$ cat src/rtl/pmt_pkg.sv
package pmt_pkg;

    localparam longint unsigned NOM_RATE_HZ = 64'd3579545;
    localparam logic [2:0]      FULL_ACCESS = 3'd4;

    typedef enum logic [1:0] {
        P_IDLE = 2'd0,
        P_READ = 2'd1,
        P_WACK = 2'd2,
        P_REJ  = 2'd3
    } port_state_e;

    // 32.32 fixed-point count increment per system clock
    function automatic logic [63:0] calc_scale(input longint unsigned sys_hz);
        return (NOM_RATE_HZ << 32) / sys_hz;
    endfunction

endpackage

$ cat src/rtl/pmt_accum.sv
module pmt_accum #(
    parameter int unsigned CNT_W = 32,
    parameter logic [63:0] SCALE = 64'h0000_0000_8000_0000
) (
    input  logic             clk,
    input  logic             rst_n,
    output logic [CNT_W-1:0] cnt_q,
    output logic [CNT_W-1:0] cnt_nxt
);
    localparam logic [31:0]      FRAC  = SCALE[31:0];
    localparam logic [CNT_W-1:0] WHOLE = CNT_W'(SCALE[63:32]);

    logic [31:0] frac_q;
    logic [32:0] frac_sum;

    always_comb begin
        frac_sum = {1'b0, frac_q} + {1'b0, FRAC};
        cnt_nxt  = cnt_q + WHOLE + CNT_W'(frac_sum[32]);
    end

    always_ff @(posedge clk) begin
        if (!rst_n) begin
            frac_q <= '0;
            cnt_q  <= '0;
        end else begin
            frac_q <= frac_sum[31:0];
            cnt_q  <= cnt_nxt;
        end
    end

    // each step is the integer part, or the integer part plus one carry
    a_r1_step_size: assert property (@(posedge clk) disable iff (!rst_n)
        $past(rst_n) |-> ((CNT_W'(cnt_q - $past(cnt_q)) == WHOLE) ||
                          (CNT_W'(cnt_q - $past(cnt_q)) == CNT_W'(WHOLE + 1'b1))));

    // the first cycle out of reset starts from zero
    a_r2_start_zero: assert property (@(posedge clk) disable iff (!rst_n)
        !$past(rst_n) |-> (cnt_q == '0));

endmodule

$ cat src/rtl/pmt_edge.sv
module pmt_edge #(
    parameter int unsigned CNT_W = 32
) (
    input  logic             clk,
    input  logic             rst_n,
    input  logic [CNT_W-1:0] cnt_q,
    input  logic [CNT_W-1:0] cnt_nxt,
    output logic             tmr_evt
);
    localparam int unsigned TOP = CNT_W - 1;

    always_ff @(posedge clk) begin
        if (!rst_n) tmr_evt <= 1'b0;
        else        tmr_evt <= cnt_nxt[TOP] ^ cnt_q[TOP];
    end

    // pulse exactly when the stored top bit has changed
    a_r4_evt_on_toggle: assert property (@(posedge clk) disable iff (!rst_n)
        $past(rst_n) |-> (tmr_evt == (cnt_q[TOP] != $past(cnt_q[TOP]))));

endmodule

$ cat src/rtl/pmt_port.sv
module pmt_port #(
    parameter int unsigned CNT_W = 32
) (
    input  logic             clk,
    input  logic             rst_n,
    input  logic             req,
    input  logic             req_write,
    input  logic [2:0]       req_size,
    input  logic [CNT_W-1:0] cnt_nxt,
    output logic             rsp_valid,
    output logic             rsp_err,
    output logic [31:0]      rsp_rdata
);
    import pmt_pkg::*;

    port_state_e state_q, state_d;
    logic [31:0] cap_q;

    always_comb begin
        state_d = state_q;
        unique case (state_q)
            P_IDLE: begin
                if (req) begin
                    if (req_size != FULL_ACCESS) state_d = P_REJ;
                    else if (req_write)          state_d = P_WACK;
                    else                         state_d = P_READ;
                end
            end
            P_READ:  state_d = P_IDLE;
            P_WACK:  state_d = P_IDLE;
            P_REJ:   state_d = P_IDLE;
            default: state_d = P_IDLE;
        endcase
    end

    always_ff @(posedge clk) begin
        if (!rst_n) state_q <= P_IDLE;
        else        state_q <= state_d;
    end

    // capture the count as updated at the accepting edge
    always_ff @(posedge clk) begin
        if (!rst_n)
            cap_q <= '0;
        else if (state_q == P_IDLE && state_d == P_READ)
            cap_q <= 32'(cnt_nxt);
    end

    always_comb begin
        rsp_valid = 1'b0;
        rsp_err   = 1'b0;
        rsp_rdata = '0;
        unique case (state_q)
            P_IDLE: ;
            P_READ: begin
                rsp_valid = 1'b1;
                rsp_rdata = cap_q;
            end
            P_WACK:  rsp_valid = 1'b1;
            P_REJ: begin
                rsp_valid = 1'b1;
                rsp_err   = 1'b1;
            end
            default: ;
        endcase
    end

    // response strobe is a single cycle
    a_r8_single_rsp: assert property (@(posedge clk) disable iff (!rst_n)
        rsp_valid |=> !rsp_valid);

    // a rejected access carries no data
    a_r7_rej_no_data: assert property (@(posedge clk) disable iff (!rst_n)
        rsp_err |-> (rsp_rdata == 32'd0));

    // a bad size accepted in idle always leads to an error response
    a_r7_bad_size_err: assert property (@(posedge clk) disable iff (!rst_n)
        (state_q == P_IDLE && req && req_size != FULL_ACCESS) |=> (rsp_valid && rsp_err));

    // a full-size write is acknowledged without error or data
    a_r6_write_ack: assert property (@(posedge clk) disable iff (!rst_n)
        (state_q == P_IDLE && req && req_write && req_size == FULL_ACCESS)
            |=> (rsp_valid && !rsp_err && rsp_rdata == 32'd0));

endmodule

$ cat src/rtl/pmt_timer.sv
module pmt_timer #(
    parameter int unsigned SYS_CLK_HZ = 50_000_000,
    parameter int unsigned CNT_W      = 32
) (
    input  logic        clk,
    input  logic        rst_n,
    input  logic        req,
    input  logic        req_write,
    input  logic [2:0]  req_size,
    input  logic [31:0] req_wdata,
    output logic        rsp_valid,
    output logic        rsp_err,
    output logic [31:0] rsp_rdata,
    output logic        tmr_evt
);
    localparam logic [63:0] SCALE = pmt_pkg::calc_scale(64'(SYS_CLK_HZ));

    logic [CNT_W-1:0] cnt_q;
    logic [CNT_W-1:0] cnt_nxt;
    logic             wdata_unused;

    assign wdata_unused = ^req_wdata;

    pmt_accum #(.CNT_W(CNT_W), .SCALE(SCALE)) u_accum (
        .clk     (clk),
        .rst_n   (rst_n),
        .cnt_q   (cnt_q),
        .cnt_nxt (cnt_nxt)
    );

    pmt_edge #(.CNT_W(CNT_W)) u_edge (
        .clk     (clk),
        .rst_n   (rst_n),
        .cnt_q   (cnt_q),
        .cnt_nxt (cnt_nxt),
        .tmr_evt (tmr_evt)
    );

    pmt_port #(.CNT_W(CNT_W)) u_port (
        .clk       (clk),
        .rst_n     (rst_n),
        .req       (req),
        .req_write (req_write),
        .req_size  (req_size),
        .cnt_nxt   (cnt_nxt),
        .rsp_valid (rsp_valid),
        .rsp_err   (rsp_err),
        .rsp_rdata (rsp_rdata)
    );

endmodule

$ cat config.mk
export PLATFORM = sky130hd
export DESIGN_NAME = pmt_timer
export DESIGN_NICKNAME = d
export VERILOG_FILES = /design/src/rtl/pmt_pkg.sv /design/src/rtl/pmt_accum.sv /design/src/rtl/pmt_edge.sv /design/src/rtl/pmt_port.sv /design/src/rtl/pmt_timer.sv
export SDC_FILE = /design/constraint.sdc
export NUM_CORES = 1
export LEC_CHECK = 0
export ABC_CLOCK_PERIOD_IN_PS = 6900
export BUFFER_PORTS_ARGS = -buffer_cell sky130_fd_sc_hd__buf_2
export CORE_AREA = 2 2 95 97
export DETAILED_ROUTE_END_ITERATION = 12
export DIE_AREA = 0 0 97 99
export PLACE_DENSITY_LB_ADDON = 0.3
export SLEW_MARGIN = 25
export SYNTH_ARGS = -nofsm -noshare
export SYNTH_HDL_FRONTEND = slang
export SYNTH_HIERARCHICAL = 1
export SYNTH_SLANG_ARGS = --single-unit
$ cat constraint.sdc
create_clock -name clk -period 6.9 [get_ports clk]
set_input_delay 0.69 -clock clk [delete_from_list [all_inputs] [get_ports clk]]
set_output_delay 0.69 -clock clk [all_outputs]
set_load 0.03 [all_outputs]
==> impl_metrics.py, run 1 <==
metrics = {
    "run_status": {
        "status": "finished, final reports clean",
    },
    "power": {
        "swShare_pct": 26.5,
        "vdd_drop_max_v": 0.000161,
        "p_sw_w": 0.000302,
        "internal-power_w": 0.000835,
        "sequentialPowerShare_pct": 56.0,
        "power_density_mw_per_mm2": 229,
        "comb_power_share_pct": 12.2,
        "clkPwrFrac_pct": 31.8,
        "p_leak_nw": 2.02,
    },
    "logic_synthesis": {
        "muxShareOfSynthArea_pct": 7.43,
        "synth_compound_gate_area_share_pct": 5.90,
        "async_flop_share_pct": 0,
        "synthTopCellsByArea": "dfxtp_1 (43%), and2_1 (12%), mux2i_1 (7.4%)",
        "synth_edf_count": 0,
        "synth_top_family_by_area": "simple AND/OR/NAND/NOR gates",
        "synthFlopType": "dfxtp_1",
        "yosys-top-cells-count": "dfxtp_1 (98), and2_1 (87), nand2_1 (83), mux2i_1 (34), xnor2_1 (28)",
        "yosysTopAreaCell": "dfxtp_1",
        "synth_nets": 552,
        "syn-cell-area_mm2": 0.00458,
        "synthCells": 509,
        "ys_types": 44,
        "synthXorXnorAreaFrac_pct": 9.37,
        "synth.ff_latch_count": 98,
        "synthAdderAreaFrac_pct": 1.09,
        "yosysMostFrequentCell": "dfxtp_1",
        "netlist.area_leader.share_pct": 42.9,
        "syn_area_per_cell_um2": 8.99,
        "ys_seq_area_share_pct": 42.9,
        "yosys.area_share.simple_pct": 29.3,
        "ys.warnings.count": 6,
    },
    "die": {
        "dieArea_mm2": 0.00960,
        "rows": 34,
        "io-pin-count": 74,
        "start_util_pct": 53.5,
        "die_h_um": 99,
        "core_region_area_mm2": 0.00855,
        "die_width_um": 97,
    },
    "worst_setup_path": {
        "required_ps": 7150,
        "criticalPathCategory": "reg -> reg",
        "start_kind": "flop",
        "crit_family": "simple AND/OR/NAND/NOR gates",
        "slowest_stage": "nor2_1",
        "worstPathMaxFanout": 9,
        "crit_path_cell_trace": "or4_1 -> o31a_1 -> o21ba_4 -> o21ai_2 -> o2bb2ai_1 -> nor2b_1 -> ha_1 -> nand4_1 -> nor2_1 -> nand4_1 -> nor3_1 -> xor2_1 -> xor2_1 -> and2_1",
        "critPathMaxStageDelay_ps": 490,
        "cp.arrival_ps": 3970,
        "worst-path-buf-inv": 0,
        "end_kind": "flop",
    },
    "layout": {
        "nets": 580,
        "syn_to_final_growth_pct": 8.66,
        "n_antenna_cell": 0,
        "drive_above_1_share_pct": 12.2,
        "design_area_mm2": 0.00497,
    },
    "global_routing": {
        "grt_pass1_wl_um": 13000,
        "grt-ovfl-total": 0,
        "grt_usage_pct": 16.1,
        "grt_start_max_net_pins": 132,
        "grt_antenna_before_repair": 0,
        "grt_pass1_vias": 3055,
    },
    "timing": {
        "worst_slew_pin_slew_ps": 977,
        "skew_ps": 12.9,
        "setup_violations": 0,
        "finalHoldViolCount": 0,
        "rsz0062_at_grt": "no",
        "slew_headroom_pct": 34.9,
        "clock.fmax_mhz": 269,
        "tns_ps": 0,
        "finalCriticalPeriod_ps": 3720,
        "post-route-period-util_pct": 53.9,
        "final_max_slew_viol_count": 0,
    },
    "route": {
        "drt_iter0_drc": 111,
        "wl_per_cell_um": 11.6,
        "vias": 3279,
        "firstDrtPassIters": 4,
        "detail-route-antenna-nets": 0,
        "drc": 0,
        "wirelength_um": 7510,
        "via_per_inst": 5.04,
    },
    "clock_tree": {
        "post_cts_buffers": 0,
        "clk_pin_slew_ps": 90,
        "cts_buffers": 9,
        "htree_levels": 3,
        "clk_latency_ps": 350,
        "cts_resized": 0,
        "clockBufferDepth": 2,
        "cts-hold-fix-buffers": 0,
        "cts.sinks": 98,
        "cts_tree": "built",
        "cts_root_buf": "clkbuf_8",
    },
    "place": {
        "placed_cell_area_mm2": 0.00478,
        "place_hpwl_um": 5020,
        "port_buffers": 41,
        "place_congestion": 0.814,
    },
    "hold_path": {
        "hold_class": "reg -> reg",
    },
    "run": {
        "drv_cap": 0,
    },
}
[area by class of cell]
type	instances	area, µm²
fill	769	3580
clock inverter	6	65.1
tap	108	135
timing repair buffer	43	224
inverter	8	30.0
clock buffer	10	128
multi-input combinational	377	2430
sequential	98	1960
[placed cells by master, fill, tap and decap left out, types with 2 or more instances in the layout]
cell type  count
a21boi_1       4
xnor2_1       28
o21ai_1        4
buf_2         41
and3_1         6
a31oi_1        3
nand4_1       11
inv_1          8
nand2_1       83
nor2_1        22
nor2b_1        6
clkbuf_8       9
nor3_1         7
ha_1           4
inv_6          2
nand2b_1       4
nand3_1       13
mux2i_1       34
and4_1         3
or3_1          7
or4_1          2
o21ai_0        5
clkinv_2       2
o21ai_2        2
dfxtp_1       98
and2_1        87
o41ai_1        3
a21oi_1        3
xor2_1        21
[power by group through the flow]
stage	clock [W]	sequential, W	combinational [W]
floorplan	0	0.000639	0.000125
global placement	0	0.000647	0.000134
detailed placement	0	0.000649	0.000138
CTS	0.000376	0.000637	0.000140
global route	0.000396	0.000644	0.000157
finish	0.000361	0.000637	0.000139
[final timing paths]
path	endpoint	from	depth (start not counted)	slack (ps)
max	u_edge/tmr_evt	u_accum/frac_q[4]	14	3180
min reg2reg	u_accum/frac_q[1]	u_accum/frac_q[1]	1	450
max reg2reg	u_edge/tmr_evt	u_accum/frac_q[4]	14	3180
min	u_accum/frac_q[1]	u_accum/frac_q[1]	1	450
[cell families after synthesis]
logic type	after synthesis
AOI/OAI and AO/OA	34
xor gates and xnor gates	49
adders and majority gates	4
buffers and inverters	34
DFF	98
muxes	34
and+or+nand+nor	256
[state kept, by name, indices dropped and copies added, names as in the netlist]
signal / count
u_accum/cnt_q: 32
u_edge/tmr_evt: 1
u_accum/frac_q: 31
u_port/cap_q: 32
u_port/state_q: 2
[per-layer routing]
layer  global-route usage, %  routed length [µm]  up-vias
li1                        -                   -     1731
met1                    19.7                3610     1518
met2                    28.0                3650       23
met3                    3.33                 155        7
met4                    6.18                  97        0
met5                       0                   0        -
[per-stage QoR]
stage	cells	setup slack [ps]	hold slack [ps]	total power, W	util [%]
floorplan	509	3670	406	0.000764	-
global placement	634	3250	422	0.000781	55.9
detailed placement	634	3170	426	0.000788	55.9
CTS	650	3140	439	0.00115	58.1
global route	650	2750	473	0.00120	58.2
finish	650	3180	447	0.00114	58.2
Note: power is estimated with default switching activity, not from simulation.
==> run 2: changes to the inputs <==
Settings changed: ABC_CLOCK_PERIOD_IN_PS 6900 to 3700.
Clock period 6.9 ns to 3.7 ns, I/O delays scaled along.
==> run 2 against run 1 <==
Effect of this change:
- via count grew 1.2%
- combinational power is 93% higher
- clock power grew 80%
- largest power group unchanged
==> impl_metrics.py, run 2 (synthesis gave the netlist of run 1 again) <==
metrics = {
    "run_status": {
        "status": "finished, final reports clean",
    },
    "clock_tree": {
        "cts-hold-fix-buffers": 0,
        "htree_levels": 3,
        "clockBufferDepth": 2,
        "cts_root_buf": "clkbuf_8",
        "clk_pin_slew_ps": 110,
        "post_cts_buffers": 0,
        "cts_tree": "built",
        "cts.sinks": 98,
        "cts_buffers": 9,
        "cts_resized": 0,
        "clk_latency_ps": 370,
    },
    "timing": {
        "clock.fmax_mhz": 301,
        "worst_slew_pin_slew_ps": 968,
        "slew_headroom_pct": 35.5,
        "post-route-period-util_pct": 89.8,
        "final_max_slew_viol_count": 0,
        "rsz0062_at_grt": "no",
        "tns_ps": 0,
        "skew_ps": 19.3,
        "finalCriticalPeriod_ps": 3320,
        "setup_violations": 0,
        "finalHoldViolCount": 0,
    },
    "power": {
        "p_leak_nw": 2.04,
        "power_density_mw_per_mm2": 419,
        "clkPwrFrac_pct": 30.9,
        "p_sw_w": 0.000598,
        "swShare_pct": 28.4,
        "comb_power_share_pct": 12.7,
        "internal-power_w": 0.00151,
        "sequentialPowerShare_pct": 56.4,
        "vdd_drop_max_v": 0.000249,
    },
    "global_routing": {
        "grt_pass1_wl_um": 13300,
        "grt_pass1_vias": 3188,
        "grt_antenna_before_repair": 0,
        "grt-ovfl-total": 0,
        "grt_usage_pct": 16.4,
        "grt_start_max_net_pins": 68,
    },
    "layout": {
        "nFillCells": 766,
        "drive_above_1_share_pct": 13.2,
        "regArea_mm2": 0.00196,
        "n_antenna_cell": 0,
        "design_area_mm2": 0.00502,
        "top_regs": "u_accum/cnt_q (32), u_port/cap_q (32), u_accum/frac_q (31)",
        "final_common_cell": "dfxtp_1",
        "syn_to_final_growth_pct": 9.67,
        "mostFrequentLayoutCells": "dfxtp_1 (98), and2_1 (87), nand2_1 (83), buf_2 (41), mux2i_1 (34)",
        "nets": 584,
        "multiInputGateArea_mm2": 0.00243,
    },
    "route": {
        "drt_iter0_drc": 94,
        "detail-route-antenna-nets": 0,
        "firstDrtPassIters": 4,
        "wl_per_cell_um": 11.5,
        "wirelength_um": 7500,
        "drc": 0,
        "via_per_inst": 5.07,
        "vias": 3317,
    },
    "worst_setup_path": {
        "crit_family": "simple AND/OR/NAND/NOR gates",
        "r2r_cells": 15,
        "worstPathMaxFanout": 6,
        "start_kind": "flop",
        "crit_start": "u_accum/frac_q[6]",
        "cp.arrival_ps": 3620,
        "end_kind": "flop",
        "required_ps": 4000,
        "critPathMaxStageDelay_ps": 540,
        "worst-path-stages": 15,
        "slowest_stage": "or4_1",
        "r2r_start": "u_accum/frac_q[6]",
        "crit_path_cell_trace": "or4_1 -> o31a_1 -> o21ba_4 -> o21ai_2 -> o2bb2ai_1 -> nor2b_1 -> ha_1 -> ha_1 -> nand3_1 -> nor2_2 -> and2_1 -> nand2_1 -> xnor2_1 -> nand2_1 -> mux2i_1",
        "worst-path-buf-inv": 0,
        "criticalPathCategory": "reg -> reg",
    },
    "run": {
        "drv_cap": 0,
    },
    "die": {
        "dieArea_mm2": 0.00960,
        "core_region_area_mm2": 0.00855,
        "io-pin-count": 74,
        "start_util_pct": 53.5,
        "rows": 34,
        "die_width_um": 97,
        "die_h_um": 99,
    },
    "place": {
        "port_buffers": 41,
        "place_hpwl_um": 5200,
        "placed_cell_area_mm2": 0.00481,
        "place_congestion": 0.801,
    },
    "hold_path": {
        "hold_class": "in -> reg",
        "holdCritStartpoint": "req_size[2]",
        "hold-path-cell-count": 2,
    },
}
run 2: cell count changes in the layout (fill, tap and decap cells not counted), sizes merged:
| cell | delta |
|---|---|
| buf | +4 |
| bufinv | -1 |
| clkbuf | -1 |
| clkinvlp | +1 |
| inv | +1 |
run 2: cell type report:
cell class | instances | area share (%)
well taps | 108 | 2.69
clock inverters | 7 | 1.22
inverters | 8 | 0.598
multi-input cells | 377 | 48.5
repair buffers | 47 | 5.48
flip-flops and latches | 98 | 39.1
clock buffers | 9 | 2.47
run 2: power groups by stage:
stage | Clock (W) | Combinational (W) | Sequential [W]
finish | 0.000650 | 0.000268 | 0.00119
global route | 0.000718 | 0.000308 | 0.00120
CTS | 0.000674 | 0.000268 | 0.00119
detailed placement | 0 | 0.000267 | 0.00121
global placement | 0 | 0.000259 | 0.00121
floorplan | 0 | 0.000233 | 0.00119
run 2: worst paths after layout:
check	endpoint	slack, ps
worst min-delay path	u_port/state_q[0]	180
worst max register to register	u_port/cap_q[24]	380
worst max-delay path	u_port/cap_q[24]	380
worst min register to register	u_accum/frac_q[1]	450
run 2: per-stage QoR:
step	instances	setup WS [ps]	power [W]	utilization [%]	hold WS, ps
after global placement	637	329	0.00147	56.3	422
after CTS	653	298	0.00213	58.5	172
after floorplan	509	466	0.00142	-	406
after global routing	654	112	0.00222	58.7	190
after detailed placement	637	300	0.00148	56.3	427
final	654	379	0.00211	58.7	185
run 2: worst reg2reg max path, stage by stage (launching register included):
cell and delay, ps:
dfxtp_1 340, or4_1 540, o31a_1 380, o21ba_4 250, o21ai_2 180, o2bb2ai_1 170, nor2b_1 90, ha_1 180
ha_1 200, nand3_1 130, nor2_2 90, and2_1 240, nand2_1 110, xnor2_1 130, nand2_1 90, mux2i_1 140
run 2: per-layer routing:
layer,wire [µm],global-route usage [%],part of all wire [%],up-vias
li1,-,-,-,1741
met1,3640,19.5,48,1528
met2,3550,29.0,47,39
met3,192,3.19,2.6,9
met4,114,6.93,1.5,0
met5,0,0,0,-
==> run 3: changes to the inputs <==
Settings changed: CORE_AREA 2 2 95 97 to 2 2 96 98, DIE_AREA 0 0 97 99 to 0 0 98 100.
==> run 3 against run 2 <==
Effect of this change:
- sequential share of layout area up 0.24 points
- routed wire length up 0.28%
- total power down 1.4%
- combinational power about the same
- hold slack better by 30 ps
- critical path type unchanged
- critical endpoint is now u_port/cap_q[16]
==> impl_metrics.py, run 3 (synthesis gave the netlist of run 1 again) <==
metrics = {
    "run_status": {
        "status": "finished, final reports clean",
    },
    "layout": {
        "syn_to_final_growth_pct": 8.99,
        "final_common_cell": "dfxtp_1",
        "design_area_mm2": 0.00499,
        "top_regs": "u_accum/cnt_q (32), u_port/cap_q (32), u_accum/frac_q (31)",
        "n_antenna_cell": 0,
        "nets": 583,
        "final_cells": 656,
        "mostFrequentLayoutCells": "dfxtp_1 (98), and2_1 (87), nand2_1 (83), buf_2 (40), mux2i_1 (34)",
        "fin_util_pct": 56.1,
        "drive_above_1_share_pct": 12.8,
        "nFillCells": 840,
    },
    "worst_setup_path": {
        "reg2reg_to": "u_port/cap_q[16]",
        "end_kind": "flop",
        "worstPathMaxFanout": 6,
        "r2r_slack_ps": 370,
        "start_kind": "flop",
        "r2r_cells": 15,
        "required_ps": 3980,
        "r2r_start": "u_accum/frac_q[6]",
        "cp.arrival_ps": 3610,
        "criticalPathCategory": "reg -> reg",
    },
    "timing": {
        "final_max_slew_viol_count": 0,
        "post-route-period-util_pct": 89.9,
        "clock.fmax_mhz": 301,
        "worst_slew_pin_slew_ps": 955,
        "finalCriticalPeriod_ps": 3330,
        "rsz0062_at_grt": "no",
        "slew_headroom_pct": 36.3,
        "finalHoldViolCount": 0,
        "skew_ps": 12.8,
        "setup_violations": 0,
        "tns_ps": 0,
    },
    "die": {
        "die_width_um": 98,
        "core_region_area_mm2": 0.00889,
        "dieArea_mm2": 0.00980,
        "rows": 35,
        "start_util_pct": 51.5,
        "die_h_um": 100,
        "io-pin-count": 74,
    },
    "global_routing": {
        "grt_start_max_net_pins": 132,
        "grt_pass1_wl_um": 13200,
        "grt_usage_pct": 16.0,
        "grt-ovfl-total": 0,
        "grt_pass1_vias": 3102,
        "grt_antenna_before_repair": 0,
    },
    "power": {
        "sequentialPowerShare_pct": 57.2,
        "power_density_mw_per_mm2": 416,
        "vdd_drop_max_v": 0.000197,
        "swShare_pct": 27.2,
        "clkPwrFrac_pct": 30.0,
        "comb_power_share_pct": 12.8,
        "power.total_w": 0.00208,
        "p_leak_nw": 2.02,
        "internal-power_w": 0.00151,
        "p_sw_w": 0.000564,
    },
    "place": {
        "place_hpwl_um": 5110,
        "port_buffers": 41,
        "dp.cells": 640,
        "placed_cell_area_mm2": 0.00481,
        "place_congestion": 0.828,
    },
    "clock_tree": {
        "clockBufferDepth": 2,
        "post_cts_buffers": 0,
        "clk_pin_slew_ps": 100,
        "htree_levels": 3,
        "clk_latency_ps": 350,
        "cts-hold-fix-buffers": 0,
        "cts_resized": 0,
        "cts_root_buf": "clkbuf_8",
        "cts_buffers": 9,
        "cts_tree": "built",
        "cts.sinks": 98,
    },
    "route": {
        "firstDrtPassIters": 6,
        "drc": 0,
        "wirelength_um": 7520,
        "drt_iter0_drc": 101,
        "detail-route-antenna-nets": 0,
        "via_per_inst": 5.07,
        "vias": 3323,
        "wl_per_cell_um": 11.5,
    },
    "hold_path": {
        "hold_end": "u_port/state_q[0]",
        "holdCritStartpoint": "req_size[2]",
        "hold_class": "in -> reg",
        "hold-path-cell-count": 2,
    },
    "run": {
        "drv_cap": 0,
    },
}
[run 3: cell type report]
class,count,area (µm²),share of cell area [%]
multi-input cells,377,2430,48.7
clock inverters,6,41.3,0.827
well taps,111,139,2.78
inverters,8,30.0,0.602
flip-flops and latches,98,1960,39.3
clock buffers,10,138,2.76
repair buffers,46,249,4.99
[run 3: stage by stage]
stage,hold WS (ps),setup WS (ps)
floorplan,406,466
global placement,420,384
detailed placement,424,367
CTS,203,347
global route,204,77.3
finish,215,373
[run 3: worst max path at each step]
stage,startpoint,end,slack (ps),depth (start not counted)
2_1_floorplan,u_accum/frac_q[6],u_port/cap_q[16],470,17
3_3_place_gp,u_accum/frac_q[6],u_port/cap_q[22],380,15
3_5_place_dp,u_accum/frac_q[6],u_port/cap_q[22],370,15
4_1_cts,u_accum/frac_q[6],u_port/cap_q[18],350,15
5_1_grt,u_accum/frac_q[26],u_port/cap_q[20],80,14
6_report,u_accum/frac_q[6],u_port/cap_q[16],370,15
[run 3: per-layer routing]
metal | wire length, µm | global-route usage, % | share of wire (%)
met5 | 0 | 0 | 0
met4 | 96 | 6.84 | 1.3
met3 | 195 | 2.92 | 2.6
met2 | 3540 | 27.7 | 47
met1 | 3680 | 19.5 | 49
[run 3: power by group through the flow]
stage	Combinational [W]	Clock [W]	Sequential (W)
CTS	0.000268	0.000648	0.00119
detailed placement	0.000266	0	0.00121
global placement	0.000259	0	0.00121
global route	0.000303	0.000688	0.00120
finish	0.000266	0.000623	0.00119
floorplan	0.000233	0	0.00119
[run 3: worst max-delay path: stages (launching register included)]
cell and delay [ps]:
dfxtp_1 340, or4_1 550, o31a_1 330, o21ba_4 230, o21ai_2 170, o2bb2ai_1 170, nor2b_1 90, ha_1 180
ha_1 200, nand3_1 120, nor2_1 130, and2_1 250, nand4_1 130, xnor2_1 160, nand2_1 70, mux2i_1 140
